`src/rtl/adc_mux_seq_pkg.sv`:
```
package adc_mux_seq_pkg;

  typedef enum logic [1:0] {
    ST_IDLE = 2'd0,
    ST_ARM  = 2'd1,
    ST_CONV = 2'd2
  } seq_state_e;

  localparam logic [2:0] SEL_TEMP   = 3'd4;
  localparam logic [2:0] SEL_SUPPLY = 3'd5;

  function automatic logic [2:0] reg_code(input int unsigned s);
    return 3'(s);
  endfunction

  function automatic logic [2:0] alt_code(input int unsigned s);
    case (s)
      0:       return SEL_TEMP;
      2:       return SEL_SUPPLY;
      default: return reg_code(s);
    endcase
  endfunction

endpackage

```
`src/rtl/adc_seq_arm.sv`:
```
module adc_seq_arm (
  input  logic clk_i,
  input  logic rst_ni,
  input  logic req_i,
  input  logic consume_i,
  output logic pend_o
);

  logic pend_q;

  // a request landing on the consume cycle survives for the following frame
  always_ff @(posedge clk_i or negedge rst_ni) begin
    if (!rst_ni) pend_q <= 1'b0;
    else         pend_q <= (pend_q & ~consume_i) | req_i;
  end

  assign pend_o = pend_q;

  assert_consume_clears_R9: assert property (@(posedge clk_i) disable iff (!rst_ni)
    (consume_i && !req_i) |=> !pend_q);

  assert_req_arms_R9: assert property (@(posedge clk_i) disable iff (!rst_ni)
    req_i |=> pend_q);

endmodule

```
`src/rtl/adc_seq_selmap.sv`:
```
module adc_seq_selmap #(
  parameter int unsigned SLOTS  = 4,
  localparam int unsigned SLOT_W = $clog2(SLOTS)
) (
  input  logic              alt_i,
  input  logic [SLOT_W-1:0] slot_i,
  output logic [2:0]        sel_o
);
  import adc_mux_seq_pkg::*;

  logic [2:0] reg_tab [SLOTS];
  logic [2:0] alt_tab [SLOTS];

  for (genvar s = 0; s < SLOTS; s++) begin : g_slot
    assign reg_tab[s] = reg_code(s);
    assign alt_tab[s] = alt_code(s);
  end

  assign sel_o = alt_i ? alt_tab[slot_i] : reg_tab[slot_i];

endmodule

```
`src/rtl/adc_seq_ctrl.sv`:
```
module adc_seq_ctrl #(
  parameter int unsigned SLOTS      = 4,
  parameter int unsigned CONV_TICKS = 2,
  localparam int unsigned SLOT_W    = $clog2(SLOTS),
  localparam int unsigned CNT_W     = $clog2(CONV_TICKS + 1)
) (
  input  logic              clk_i,
  input  logic              rst_ni,
  input  logic              tick_i,
  input  logic              start_i,
  input  logic              done_i,
  input  logic              pend_i,
  output logic              consume_o,
  output logic              accept_o,
  output logic              last_o,
  output logic              conv_start_o,
  output logic              busy_o,
  output logic [SLOT_W-1:0] slot_o,
  output logic              alt_o
);
  import adc_mux_seq_pkg::*;

  localparam logic [CNT_W-1:0]  TICKS_FULL = CNT_W'(CONV_TICKS);
  localparam logic [SLOT_W-1:0] SLOT_LAST  = SLOT_W'(SLOTS - 1);

  seq_state_e        state_q;
  logic [SLOT_W-1:0] slot_q;
  logic              alt_q;
  logic [CNT_W-1:0]  tcnt_q;
  logic              cs_q;
  logic              ticks_met;

  assign ticks_met = (tcnt_q == TICKS_FULL);
  assign accept_o  = (state_q == ST_CONV) && done_i && ticks_met;
  assign last_o    = (slot_q == SLOT_LAST);
  assign consume_o = (state_q == ST_IDLE) && start_i;

  always_ff @(posedge clk_i or negedge rst_ni) begin
    if (!rst_ni) begin
      state_q <= ST_IDLE;
      slot_q  <= '0;
      alt_q   <= 1'b0;
      tcnt_q  <= '0;
      cs_q    <= 1'b0;
    end else begin
      cs_q <= 1'b0;
      unique case (state_q)
        ST_IDLE: if (start_i) begin
          state_q <= ST_ARM;
          slot_q  <= '0;
          alt_q   <= pend_i;
        end
        ST_ARM: if (tick_i) begin
          cs_q    <= 1'b1;
          state_q <= ST_CONV;
          tcnt_q  <= '0;
        end
        ST_CONV: begin
          if (accept_o) begin
            if (last_o) begin
              state_q <= ST_IDLE;
              slot_q  <= '0;
              alt_q   <= 1'b0;
            end else begin
              slot_q  <= slot_q + 1'b1;
              state_q <= ST_ARM;
            end
          end else if (tick_i && !ticks_met) begin
            tcnt_q <= tcnt_q + 1'b1;
          end
        end
        default: state_q <= ST_IDLE;
      endcase
    end
  end

  assign conv_start_o = cs_q;
  assign busy_o       = (state_q != ST_IDLE);
  assign slot_o       = slot_q;
  assign alt_o        = alt_q;

  assert_sel_hold_R5: assert property (@(posedge clk_i) disable iff (!rst_ni)
    (state_q == ST_CONV && !accept_o) |=> ($stable(slot_q) && $stable(alt_q)));

  assert_no_early_accept_R5: assert property (@(posedge clk_i) disable iff (!rst_ni)
    (state_q == ST_CONV && done_i && tcnt_q < TICKS_FULL) |=> (state_q == ST_CONV));

  assert_cs_after_tick_R4: assert property (@(posedge clk_i) disable iff (!rst_ni)
    (state_q == ST_ARM && tick_i) |=> (cs_q && state_q == ST_CONV));

  assert_cs_single_R4: assert property (@(posedge clk_i) disable iff (!rst_ni)
    cs_q |=> !cs_q);

endmodule

```
`src/rtl/adc_seq_wrport.sv`:
```
module adc_seq_wrport #(
  parameter int unsigned SLOTS     = 4,
  parameter int unsigned DATA_W    = 22,
  parameter int unsigned ADDR_W    = 7,
  parameter logic [ADDR_W-1:0] BASE_ADDR = 7'h10,
  localparam int unsigned SLOT_W   = $clog2(SLOTS)
) (
  input  logic              clk_i,
  input  logic              rst_ni,
  input  logic              accept_i,
  input  logic              last_i,
  input  logic [SLOT_W-1:0] slot_i,
  input  logic [DATA_W-1:0] data_i,
  output logic              wr_en_o,
  output logic [ADDR_W-1:0] wr_addr_o,
  output logic [DATA_W-1:0] wr_data_o,
  output logic              frame_done_o
);

  localparam logic [ADDR_W-1:0] SPAN = ADDR_W'(SLOTS);

  always_ff @(posedge clk_i or negedge rst_ni) begin
    if (!rst_ni) begin
      wr_en_o      <= 1'b0;
      wr_addr_o    <= '0;
      wr_data_o    <= '0;
      frame_done_o <= 1'b0;
    end else begin
      wr_en_o      <= accept_i;
      frame_done_o <= accept_i && last_i;
      if (accept_i) begin
        wr_addr_o <= BASE_ADDR + ADDR_W'(slot_i);
        wr_data_o <= data_i;
      end
    end
  end

  assert_addr_window_R6: assert property (@(posedge clk_i) disable iff (!rst_ni)
    wr_en_o |-> ((wr_addr_o - BASE_ADDR) < SPAN));

  assert_done_on_last_R7: assert property (@(posedge clk_i) disable iff (!rst_ni)
    frame_done_o |-> (wr_en_o && wr_addr_o == BASE_ADDR + SPAN - 1'b1));

endmodule

```
`src/rtl/adc_mux_seq.sv`:
```
module adc_mux_seq #(
  parameter int unsigned SLOTS      = 4,
  parameter int unsigned CONV_TICKS = 2,
  parameter int unsigned DATA_W     = 22,
  parameter int unsigned ADDR_W     = 7,
  parameter logic [ADDR_W-1:0] BASE_ADDR = 7'h10
) (
  input  logic              clk_i,
  input  logic              rst_ni,
  input  logic              tick_i,
  input  logic              start_i,
  input  logic              alt_req_i,
  input  logic              conv_done_i,
  input  logic [DATA_W-1:0] conv_data_i,
  output logic              conv_start_o,
  output logic [2:0]        sel_o,
  output logic              busy_o,
  output logic              wr_en_o,
  output logic [ADDR_W-1:0] wr_addr_o,
  output logic [DATA_W-1:0] wr_data_o,
  output logic              frame_done_o
);

  localparam int unsigned SLOT_W = $clog2(SLOTS);

  logic              pend, consume, accept, last, alt;
  logic [SLOT_W-1:0] slot;

  adc_seq_arm u_arm (
    .clk_i     (clk_i),
    .rst_ni    (rst_ni),
    .req_i     (alt_req_i),
    .consume_i (consume),
    .pend_o    (pend)
  );

  adc_seq_ctrl #(.SLOTS(SLOTS), .CONV_TICKS(CONV_TICKS)) u_ctrl (
    .clk_i        (clk_i),
    .rst_ni       (rst_ni),
    .tick_i       (tick_i),
    .start_i      (start_i),
    .done_i       (conv_done_i),
    .pend_i       (pend),
    .consume_o    (consume),
    .accept_o     (accept),
    .last_o       (last),
    .conv_start_o (conv_start_o),
    .busy_o       (busy_o),
    .slot_o       (slot),
    .alt_o        (alt)
  );

  adc_seq_selmap #(.SLOTS(SLOTS)) u_selmap (
    .alt_i  (alt),
    .slot_i (slot),
    .sel_o  (sel_o)
  );

  adc_seq_wrport #(
    .SLOTS(SLOTS), .DATA_W(DATA_W), .ADDR_W(ADDR_W), .BASE_ADDR(BASE_ADDR)
  ) u_wrport (
    .clk_i        (clk_i),
    .rst_ni       (rst_ni),
    .accept_i     (accept),
    .last_i       (last),
    .slot_i       (slot),
    .data_i       (conv_data_i),
    .wr_en_o      (wr_en_o),
    .wr_addr_o    (wr_addr_o),
    .wr_data_o    (wr_data_o),
    .frame_done_o (frame_done_o)
  );

  assert_one_event_R4: assert property (@(posedge clk_i) disable iff (!rst_ni)
    $onehot0({conv_start_o, wr_en_o}));

  assert_idle_after_done_R7: assert property (@(posedge clk_i) disable iff (!rst_ni)
    frame_done_o |-> !busy_o);

endmodule

```
`config.mk`:
```
export PLATFORM = sky130hd
export DESIGN_NAME = adc_mux_seq
export DESIGN_NICKNAME = d
export VERILOG_FILES = /design/src/rtl/adc_mux_seq_pkg.sv /design/src/rtl/adc_seq_arm.sv /design/src/rtl/adc_seq_selmap.sv /design/src/rtl/adc_seq_ctrl.sv /design/src/rtl/adc_seq_wrport.sv /design/src/rtl/adc_mux_seq.sv
export SDC_FILE = /design/constraint.sdc
export NUM_CORES = 1
export LEC_CHECK = 0
export BUFFER_PORTS_ARGS = -buffer_cell sky130_fd_sc_hd__buf_2
export CAP_MARGIN = 20
export CORE_MARGIN = 2
export CORE_UTILIZATION = 34
export DETAILED_ROUTE_END_ITERATION = 7
export MAX_ROUTING_LAYER = met4
export SKIP_LAST_GASP = 1
export SLEW_MARGIN = 20
export SYNTH_ARGS = -nofsm -noshare
export SYNTH_HDL_FRONTEND = slang
export SYNTH_HIERARCHICAL = 1
export SYNTH_SLANG_ARGS = --single-unit
```
`constraint.sdc`:
```
create_clock -name clk_i -period 2.2 [get_ports clk_i]
set_clock_uncertainty 0.2 [all_clocks]
set_input_delay 0.55 -clock clk_i [delete_from_list [all_inputs] [get_ports clk_i]]
set_output_delay 0.55 -clock clk_i [all_outputs]
set_load 0.05 [all_outputs]
```
* After elaboration in Yosys (flattened, before gate mapping) *
Index checks and enable logic that the tools add are counted.
Widths: inputs -> output; s select.

cells by class
  add/subtract/negate cells = 3
  $lt $le $gt $ge = 1
  eq/ne operators = 10
  multiplexer cells = 26
  bitwise logic cells = 4
  reduce and logical (&&, ||, !) cells = 14

operator list
  kind                 count
  $mux 2               9
  $mux 3               5
  $bmux 3 s2           2
  $ne 2x2->1 const B   4
  $pmux 2 s2           2
  $reduce_and 4->1     2
  $add 5x2->6 const A  1
  $eq 2x2->1 const B   3
  $mux 1               6
  $pmux 2 s3           1
  $reduce_and 3->1     2
  $reduce_bool 2->1    3
  $logic_and 1x1->1    5
  $add 2x1->2 const B  2
  $ne 2x1->1 const B   2
  $ge 3x3->1 const B   1
  $not 2->3            1
  $eq 2x1->1 const B   1
  $logic_not 2->1      1
  $pmux 1 s2           1
  $and 1x1->1          1
  $logic_not 1->1      1
  $not 1->1            1
  $or 1x1->1           1

word-level totals
  register bits after elaboration = 40
  output and inout port bits = 36
  logic and storage cells = 68

* Depth between registers and ports, before layout *
Gate-level depths: netlist (run 1).

  word-level depth = 6
  mapped depth = 7

* Modules after synthesis *
The synthesis (run 1) kept the hierarchy.

by module, submodules not included
  module          times used  cells an instance  area an instance (µm²)  seq. area each (µm²)
  adc_seq_wrport  1           61                 1111.1                  675.6
  adc_seq_ctrl    1           42                 437.9                   200.2
  adc_seq_arm     1           3                  36.3                    25.0
  adc_seq_selmap  1           3                  31.3                    0.0

* Worst setup path before layout (run 1) *
Ideal clock, no wire load.

  kind = register -> register
  start = register u_ctrl.tcnt_q[0]
  end = register u_wrport.wr_data_o[10]
  library setup time = 0.125 ns
  data arrival time = 1.540 ns
  slack = 0.335 ns
  cell stages (with the launch flop) = 8
  path buffers = 3
  clock period less this slack = 1.865 ns
  path through = dfrtp_1 inv_1 ha_1 and4b_1 clkbuf_2 buf_6 buf_12 mux2_4

between the ends
  cells in the longest elaborated chain, start to end = 2

ends and longest elaborated chain
  element                 line                  text
  from (decl)             adc_seq_ctrl.sv:29    logic [CNT_W-1:0] tcnt_q;
  from (signal assigned)  adc_seq_ctrl.sv:69    tcnt_q <= tcnt_q + 1'b1;
  $eq 2x2->1              adc_seq_ctrl.sv:33    assign ticks_met = (tcnt_q == TICKS_FULL);
  $logic_and 1x1->1       adc_seq_ctrl.sv:34    assign accept_o = (state_q == ST_CONV) && done_i && ticks_met;
  via accept              adc_mux_seq.sv:26     logic pend, consume, accept, last, alt;
  to (signal assigned)    adc_seq_wrport.sv:33  wr_data_o <= data_i;
  to (decl)               adc_seq_wrport.sv:16  output logic [DATA_W-1:0] wr_data_o,

The timed path passes the listed nets, and every way through them passes these cells.
A chain may end at the register's enable or synchronous reset.

* Final worst setup path (run 1) *
  start = register u_ctrl.state_q[0]
  end = output busy_o

between the ends
  cells in the longest elaborated chain, start to end = 1

ends and longest elaborated chain
  element                 line                text
  from (decl)             adc_seq_ctrl.sv:26  seq_state_e state_q;
  from (signal assigned)  adc_seq_ctrl.sv:40  state_q <= ST_IDLE;
  from (signal assigned)  adc_seq_ctrl.sv:49  state_q <= ST_ARM;
  from (signal assigned)  adc_seq_ctrl.sv:55  state_q <= ST_CONV;
  $reduce_bool 2->1       adc_seq_ctrl.sv:78  assign busy_o = (state_q != ST_IDLE);
  to (decl)               adc_mux_seq.sv:17   output logic busy_o,

Every way passes these cells.

==> impl_metrics.env, run 1 <==
export IMPL_outcome="finished clean"
export IMPL_finish_utilization_pct=43.2
export IMPL_die_area_sq_um=5320
export IMPL_routed_wl_um=3040
export IMPL_drt_iter0_markers=37
export IMPL_num_rows=25
export IMPL_maxSlewHeadroom_pct=47.3
export IMPL_path_buf_inv=1
export IMPL_tns_ns=0
export IMPL_cts_tree="yes"
export IMPL_cp_max_fo=11
export IMPL_ir_worst_vdd_uv=403
export IMPL_clockBufferDepth=2
export IMPL_report_power_total_uw=3230
export IMPL_clock_sinks=36
export IMPL_nFillCells=449
export IMPL_min_period_ns=2.05
export IMPL_dp_hpwl_um=2110
export IMPL_wl_per_cell_um=13.6
export IMPL_clk_latency_ns=0.28
export IMPL_hold_viol_final=0
export IMPL_grt_pass1_vias=1005
export IMPL_antenna_found_initial=0
export IMPL_area_delta_synth_final_pct=24.6
export IMPL_synth_edf_count=0
export IMPL_start_util_pct=34.7
export IMPL_postRouteAntennaNets=0
export IMPL_rsz0062_at_grt="no"
export IMPL_diodes=0
export IMPL_routed_via_density=4.48
export IMPL_slowest_delay_ns=0.48
export IMPL_numCtsBuffers=5
export IMPL_grt_max_degree=37
export IMPL_port_buffers=59
export IMPL_fmax_mhz=487
export IMPL_cellLeakagePower_uw=0.00108
export IMPL_dr_pass1_iters=3
export IMPL_critical_path_top_delay_family="flip-flops"
export IMPL_ys_flop_type="dfrtp_1"
export IMPL_post_cts_buffers=0
export IMPL_cap_violations=0
export IMPL_synth_avg_cell_area_sq_um=14.8
export IMPL_setup_violations=0
export IMPL_path_class="flip-flop to primary output"
export IMPL_layout_commonest_cell="buf_2"
export IMPL_layout_nets=199
export IMPL_critPathLaunchType="flip-flop"
export IMPL_crit_path_top_delay_cell="dfrtp_1"
export IMPL_clk_pin_slew_ns=0.07
export IMPL_syn_inst=109
export IMPL_mostFrequentLayoutCells="59 x buf_2, 36 x dfrtp_1, 18 x mux2_4, 6 x mux2_2"
export IMPL_gp_congestion=0.717
export IMPL_synth_seq_cells=36
export IMPL_power_density_nw_per_um2=1600
export IMPL_ys_seq_area_share_pct=55.7
export IMPL_hp_class="input port to async pin"
export IMPL_crit_chain="or2_2 > buf_2"
export IMPL_clock_tree_htree_level_count=2
export IMPL_core_sq_um=4660
export IMPL_hold_buffers=0
export IMPL_vias=1004
export IMPL_period_share_pct=93.3
export IMPL_grt_pass1_wl_um=4940
export IMPL_ctsRootBufferMaster="clkbuf_8"
export IMPL_grt_ovfl_total=0
export IMPL_synth_async_reset_ratio_pct=100
export IMPL_required_ns=1.45
export IMPL_drc=0
export IMPL_maxSlewViolCount=0
export IMPL_end_kind="primary output"
export IMPL_cts_resized=0
export IMPL_worst_pin_slew_ns=0.790
export IMPL_grt_usage_pct=12.6
export IMPL_synth_cell_type_count=30
export IMPL_die_w_um=73.0
export IMPL_worstPathArrival_ns=1.30
export IMPL_io_pins=64
export IMPL_syn_area_sq_um=1620
export IMPL_ys_warnings_count=6
export IMPL_die_y_um=73.0
export IMPL_drive_gt1_share_pct=59.4
flip-flops by register name (all words and copies together), names as in the netlist:
name and cells:
u_wrport/wr_en_o 1, u_ctrl/conv_start_o 1, u_ctrl/slot_o 2, u_ctrl/state_q 2, u_ctrl/tcnt_q 2, u_wrport/wr_addr_o 3
u_ctrl/alt_o 1, u_wrport/frame_done_o 1, u_wrport/wr_data_o 22, u_arm/pend_o 1
cells by family (layout without fill, tap and decap cells):
logic type / Yosys count / in the layout / synth area share [%]
flops: 36 / 36 / 55.7
mux: 24 / 24 / 20.9
simple gates: 19 / 19 / 8.21
compound gates: 14 / 14 / 6.19
buf+inv: 13 / 71 / 7.20
fa+ha+maj: 2 / 2 / 1.55
other cells: 1 / 4 / 0.232
power breakdown:
| part | total (uW) | switching, uW | internal (uW) |
|---|---|---|---|
| Sequential | 1070 | 169 | 905 |
| Clock | 556 | 220 | 336 |
| Combinational | 1600 | 1080 | 520 |
| Total | 3230 | 1470 | 1760 |
cells in the mapped netlist (3+ instances only):
cell,count,area [sq um]
mux2_2,6,67.6
or2_2,3,18.8
dfrtp_1,36,901
inv_1,3,11.3
nor2_1,3,11.3
nand2_1,3,11.3
buf_4,5,37.5
a22o_1,5,43.8
mux2_4,18,270
worst reg2reg max path, delay by kind of cell (launching register included):
family	cells	cell delay, ns
buf+inv	2	0.28
fa+ha+maj	1	0.22
mux	1	0.38
simple gates	1	0.28
flops	1	0.41
through the flow:
step	instances	hold WS, ns	cell area [sq um]	setup WS (ns)
2_1_floorplan	112	0.0544	1630	0.335
4_1_cts	224	0.168	2010	0.130
5_1_grt	224	0.201	2010	0.0889
3_5_place_dp	216	0.247	1910	0.317
6_report	224	0.147	2010	0.147
3_3_place_gp	216	0.245	1910	0.399
metal layers:
| layer | global-route usage, % | routed length (um) | vias up |
|---|---|---|---|
| met5 | - | 0 | - |
| met3 | 3.73 | 217 | 4 |
| met1 | 16.0 | 1360 | 471 |
| met2 | 18.2 | 1410 | 46 |
| li1 | - | - | 483 |
| met4 | 6.17 | 52 | 0 |
worst paths after layout:
check,start,endpoint,slack [ns],cells after the start
setup / recovery,u_ctrl/state_q[0],busy_o,0.15,2
hold / removal,rst_ni,u_wrport/wr_data_o[18],0.15,1
setup reg to reg,u_ctrl/tcnt_q[0],u_wrport/wr_data_o[21],0.32,5
hold reg to reg,u_wrport/wr_addr_o[4],u_wrport/wr_addr_o[4],0.27,1
max in group asynchronous,rst_ni,u_wrport/wr_data_o[5],1.15,1
min in group clk_i,alt_req_i,u_arm/pend_o,0.25,2
layout make-up:
class / count / area (sq um) / area share (%)
Inverter: 3 / 11.3 / 0.559
Timing Repair Buffer: 60 / 315 / 15.7
Tap cell: 54 / 67.6 / 3.35
Clock inverter: 2 / 35.0 / 1.74
Multi-Input combinational cell: 63 / 612 / 30.4
Clock buffer: 6 / 72.6 / 3.60
Sequential cell: 36 / 901 / 44.7
Power figures use the tool's default switching activity.
==> run 2, diff against run 1 <==
Settings changed: CORE_MARGIN 2 to not set.
==> impl_metrics.env, run 2 (same netlist as run 1, synthesis figures left out) <==
export IMPL_drt_iter0_markers=79
export IMPL_reg_largest_list="u_wrport/wr_data_o (22), u_wrport/wr_addr_o (3)"
export IMPL_end_kind="primary output"
export IMPL_clock_tree_htree_level_count=2
export IMPL_io_pins=64
export IMPL_grt_ovfl_total=0
export IMPL_die_y_um=71.0
export IMPL_layout_commonest_cell="buf_2"
export IMPL_min_period_ns=2.04
export IMPL_comb_power_share_pct=48.5
export IMPL_clk_pin_slew_ns=0.07
export IMPL_die_area_sq_um=5030
export IMPL_start_util_pct=36.1
export IMPL_p_int_uw=1830
export IMPL_top_register="u_wrport/wr_data_o"
export IMPL_seqPwrFrac_pct=32.7
export IMPL_path_class="flip-flop to primary output"
export IMPL_post_cts_buffers=0
export IMPL_dp_hpwl_um=2120
export IMPL_ir_worst_vdd_uv=520
export IMPL_clk_latency_ns=0.28
export IMPL_setup_violations=0
export IMPL_grt_pass1_wl_um=4910
export IMPL_fmax_mhz=490
export IMPL_largest_register_ffs=22
export IMPL_wl_per_cell_um=13.5
export IMPL_core_sq_um=4470
export IMPL_hold_buffers=0
export IMPL_tns_ns=0
export IMPL_cap_violations=0
export IMPL_maxSlewViolCount=0
export IMPL_p_clk_share_pct=18.8
export IMPL_cp_max_fo=11
export IMPL_numCtsBuffers=5
export IMPL_port_buffers=59
export IMPL_num_rows=24
export IMPL_report_power_total_uw=3290
export IMPL_required_ns=1.45
export IMPL_cts_tree="yes"
export IMPL_drive_gt1_share_pct=60.2
export IMPL_routed_wl_um=3010
export IMPL_clock_sinks=36
export IMPL_preCtsSetupSlack_ns=0.325
export IMPL_outcome="finished with violations"
export IMPL_mostFrequentLayoutCells="59 x buf_2, 36 x dfrtp_1, 18 x mux2_4, 7 x clkbuf_8, 6 x mux2_2"
export IMPL_p_sw_uw=1460
export IMPL_postRouteAntennaNets=0
export IMPL_grt_usage_pct=13.3
export IMPL_failed_checks="design-rule violations"
export IMPL_die_w_um=71.0
export IMPL_ctsRootBufferMaster="clkbuf_8"
export IMPL_critPathLaunchType="flip-flop"
export IMPL_power_density_nw_per_um2=1610
export IMPL_hp_class="input port to async pin"
export IMPL_period_share_pct=92.8
export IMPL_gp_congestion=0.773
export IMPL_cts_resized=0
export IMPL_diodes=0
export IMPL_layout_setup_ws_ns=0.158
export IMPL_area_delta_synth_final_pct=26.1
export IMPL_swShare_pct=44.5
export IMPL_clockBufferDepth=2
export IMPL_antenna_found_initial=0
export IMPL_grt_pass1_vias=1014
export IMPL_drc=8
export IMPL_worstPathArrival_ns=1.29
export IMPL_layout_nets=200
export IMPL_routed_via_density=4.52
export IMPL_cellLeakagePower_uw=0.00109
export IMPL_dr_pass1_iters=6
export IMPL_grt_max_degree=37
export IMPL_hold_viol_final=0
export IMPL_vias=1008
export IMPL_rsz0062_at_grt="no"
## run 2: cell count changes in the layout (fill, tap and decap cells not counted), sizes merged
cell	before	now
clkinv	1	0
clkbuf	6	7
buf	60	61
## run 2: cell type report
type	instances	area (sq um)
fillers	397	2440
inverters	3	11.3
repair buffers	61	323
flip-flops and latches	36	901
multi-input cells	63	612
clock buffers	7	96.3
clock inverters	1	30.0
well taps	52	65.1
## run 2: path summary, 6_finish.rpt
kind / from / endpoint / slack, ns / depth (start not counted)
worst max-delay path: u_ctrl/state_q[0] / busy_o / 0.16 / 2
worst min-delay path: rst_ni / u_wrport/wr_data_o[15] / 0.10 / 2
worst max register to register: u_ctrl/tcnt_q[0] / u_wrport/wr_data_o[21] / 0.33 / 5
worst min register to register: u_wrport/wr_addr_o[4] / u_wrport/wr_addr_o[4] / 0.28 / 1
max in group asynchronous: rst_ni / u_ctrl/tcnt_q[1] / 1.39 / 2
min in group clk_i: alt_req_i / u_arm/pend_o / 0.25 / 2
## run 2: critical path: stages (launching register included)
cell	delay (ns)
dfrtp_1	0.48
or2_2	0.33
buf_2	0.21
## run 2: power groups by stage
stage               combinational (uW)  sequential [uW]  clock (uW)
global placement                  1580             1070           0
finish                            1600             1070         617
detailed placement                1600             1090           0
global route                      1690             1110         672
CTS                               1610             1080         642
floorplan                          648             1720           0
## run 2: stage by stage
step	hold slack, ns	util [%]	instance area [sq um]	std cells
after global routing	0.121	45.6	2040	223
after detailed placement	0.266	42.7	1910	215
final	0.102	45.6	2040	223
after CTS	0.106	45.6	2040	223
after floorplan	0.0544	-	1630	112
after global placement	0.246	42.7	1910	215
## run 2: routing by layer
layer	share of wire (%)	vias to the layer above	track usage (%)
met5	0	-	-
met4	1.0	0	5.33
met3	6.6	2	4.13
met2	47	44	20.0
met1	45	475	16.7
li1	-	487	-
==> run 3, diff against run 2 <==
Settings changed: CELL_PAD_IN_SITES_DETAIL_PLACEMENT set to 0, CELL_PAD_IN_SITES_GLOBAL_PLACEMENT set to 2, CORE_UTILIZATION 34 to 31, PLACE_DENSITY_LB_ADDON set to 0.1.
==> impl_metrics.env, run 3 (same netlist as run 1, synthesis figures left out) <==
export IMPL_outcome="finished clean"
export IMPL_seqPwrFrac_pct=33.2
export IMPL_path_buf_inv=1
export IMPL_grt_max_degree=37
export IMPL_grt_pass1_wl_um=4620
export IMPL_end_kind="primary output"
export IMPL_area_delta_synth_final_pct=26.1
export IMPL_path_class="flip-flop to primary output"
export IMPL_critical_path_endpoint="busy_o"
export IMPL_p_int_uw=1760
export IMPL_place_area_sq_um=1930
export IMPL_wl_met2_um=1350
export IMPL_reg2regPathDepth=5
export IMPL_clk_latency_ns=0.28
export IMPL_postRouteAntennaNets=0
export IMPL_fmax_mhz=487
export IMPL_mostFrequentLayoutCells="59 x buf_2, 36 x dfrtp_1, 18 x mux2_4, 6 x mux2_2"
export IMPL_drive_gt1_share_pct=59.6
export IMPL_regToRegEndpoint="u_wrport/wr_data_o[0]"
export IMPL_layout_commonest_cell="buf_2"
export IMPL_hold_buffers=0
export IMPL_drt_iter0_markers=17
export IMPL_min_period_ns=2.05
export IMPL_cp_max_fo=11
export IMPL_antenna_found_initial=0
export IMPL_hp_class="input port to async pin"
export IMPL_crit_chain="or2_2 > buf_2"
export IMPL_maxSlewViolCount=0
export IMPL_cp_num_cells=2
export IMPL_wl_met3_um=213
export IMPL_tns_ns=0
export IMPL_die_w_um=74.2
export IMPL_r2r_slack_ns=0.36
export IMPL_wl_met1_um=1330
export IMPL_largest_register_ffs=22
export IMPL_clockBufferDepth=2
export IMPL_num_rows=25
export IMPL_core_sq_um=4880
export IMPL_start_util_pct=33.1
export IMPL_dp_cells=230
export IMPL_layout_nets=200
export IMPL_nFillCells=495
export IMPL_die_area_sq_um=5510
export IMPL_cap_violations=0
export IMPL_layout_setup_ws_ns=0.145
export IMPL_grt_pass1_vias=990
export IMPL_report_power_total_uw=3220
export IMPL_wl_per_cell_um=12.4
export IMPL_comb_power_share_pct=49.4
export IMPL_cts_resized=0
export IMPL_grt_usage_pct=11.9
export IMPL_ctsRootBufferMaster="clkbuf_8"
export IMPL_setup_violations=0
export IMPL_crit_path_top_delay_cell="dfrtp_1"
export IMPL_startpoint="u_ctrl/state_q[0]"
export IMPL_p_clk_share_pct=17.4
export IMPL_drc=0
export IMPL_cts_tree="yes"
export IMPL_die_y_um=74.2
export IMPL_power_density_nw_per_um2=1580
export IMPL_p_sw_uw=1460
export IMPL_gp_congestion=0.757
export IMPL_rr_startpoint="u_ctrl/tcnt_q[0]"
export IMPL_worstPathArrival_ns=1.30
export IMPL_top_register="u_wrport/wr_data_o"
export IMPL_routed_top_layer="met4"
export IMPL_dp_hpwl_um=2070
export IMPL_clock_tree_htree_level_count=2
export IMPL_port_buffers=59
export IMPL_rsz0062_at_grt="no"
export IMPL_critical_path_top_delay_family="flip-flops"
export IMPL_io_pins=64
export IMPL_swShare_pct=45.2
export IMPL_ir_worst_vdd_uv=621
export IMPL_vias=1041
export IMPL_routed_via_density=4.37
export IMPL_period_share_pct=93.4
export IMPL_clock_sinks=36
export IMPL_diodes=0
export IMPL_instances_no_fill=238
export IMPL_numCtsBuffers=5
export IMPL_reg_largest_list="u_wrport/wr_data_o (22), u_wrport/wr_addr_o (3)"
export IMPL_clk_pin_slew_ns=0.07
export IMPL_dr_pass1_iters=4
export IMPL_post_cts_buffers=0
export IMPL_critPathLaunchType="flip-flop"
export IMPL_grt_ovfl_total=0
export IMPL_design_area_sq_um=2040
export IMPL_preCtsSetupSlack_ns=0.358
export IMPL_required_ns=1.45
export IMPL_routed_wl_um=2950
export IMPL_cellLeakagePower_uw=0.00108
export IMPL_slowest_delay_ns=0.48
export IMPL_hold_viol_final=0
[run 3: final cells by class]
type	count	area [sq um]	share of cell area, %
inverter	3	11.3	0.552
tap	67	83.8	4.11
multi-input combinational	63	612	30.0
clock buffer	6	72.6	3.56
sequential	36	901	44.2
clock inverter	2	35.0	1.72
timing repair buffer	61	323	15.8
[run 3: power by group through the flow]
stage / Combinational [uW] / Sequential, uW / Clock, uW
3_5_place_dp: 1600 / 1080 / 0
6_report: 1590 / 1070 / 561
5_1_grt: 1680 / 1110 / 610
3_3_place_gp: 1590 / 1080 / 0
2_1_floorplan: 648 / 1720 / 0
4_1_cts: 1600 / 1070 / 586
[run 3: layer usage]
layer,vias to the layer above,track usage (%)
li1,491,-
met1,503,14.6
met2,42,17.2
met3,5,3.79
met4,0,6.92
met5,-,-
[run 3: through the flow]
| step | hold WS [ns] | util [%] |
|---|---|---|
| detailed placement | 0.251 | 39.6 |
| finish | 0.100 | 41.8 |
| CTS | 0.112 | 41.8 |
| floorplan | 0.0544 | - |
| global route | 0.138 | 41.8 |
| global placement | 0.245 | 39.6 |
[run 3: worst min-delay path by stage]
| stage | start | to | slack (ns) | cells past startpoint |
|---|---|---|---|---|
| 6_report | rst_ni | u_wrport/wr_data_o[11] | 0.10 | 2 |
| 5_1_grt | rst_ni | u_wrport/wr_data_o[1] | 0.14 | 2 |
| 4_1_cts | rst_ni | u_wrport/wr_data_o[11] | 0.11 | 2 |
| 3_5_place_dp | u_wrport/wr_addr_o[4] | u_wrport/wr_addr_o[4] | 0.25 | 1 |
| 3_3_place_gp | u_wrport/wr_addr_o[4] | u_wrport/wr_addr_o[4] | 0.25 | 1 |
| 2_1_floorplan | rst_ni | u_arm/pend_o | 0.05 | 0 |
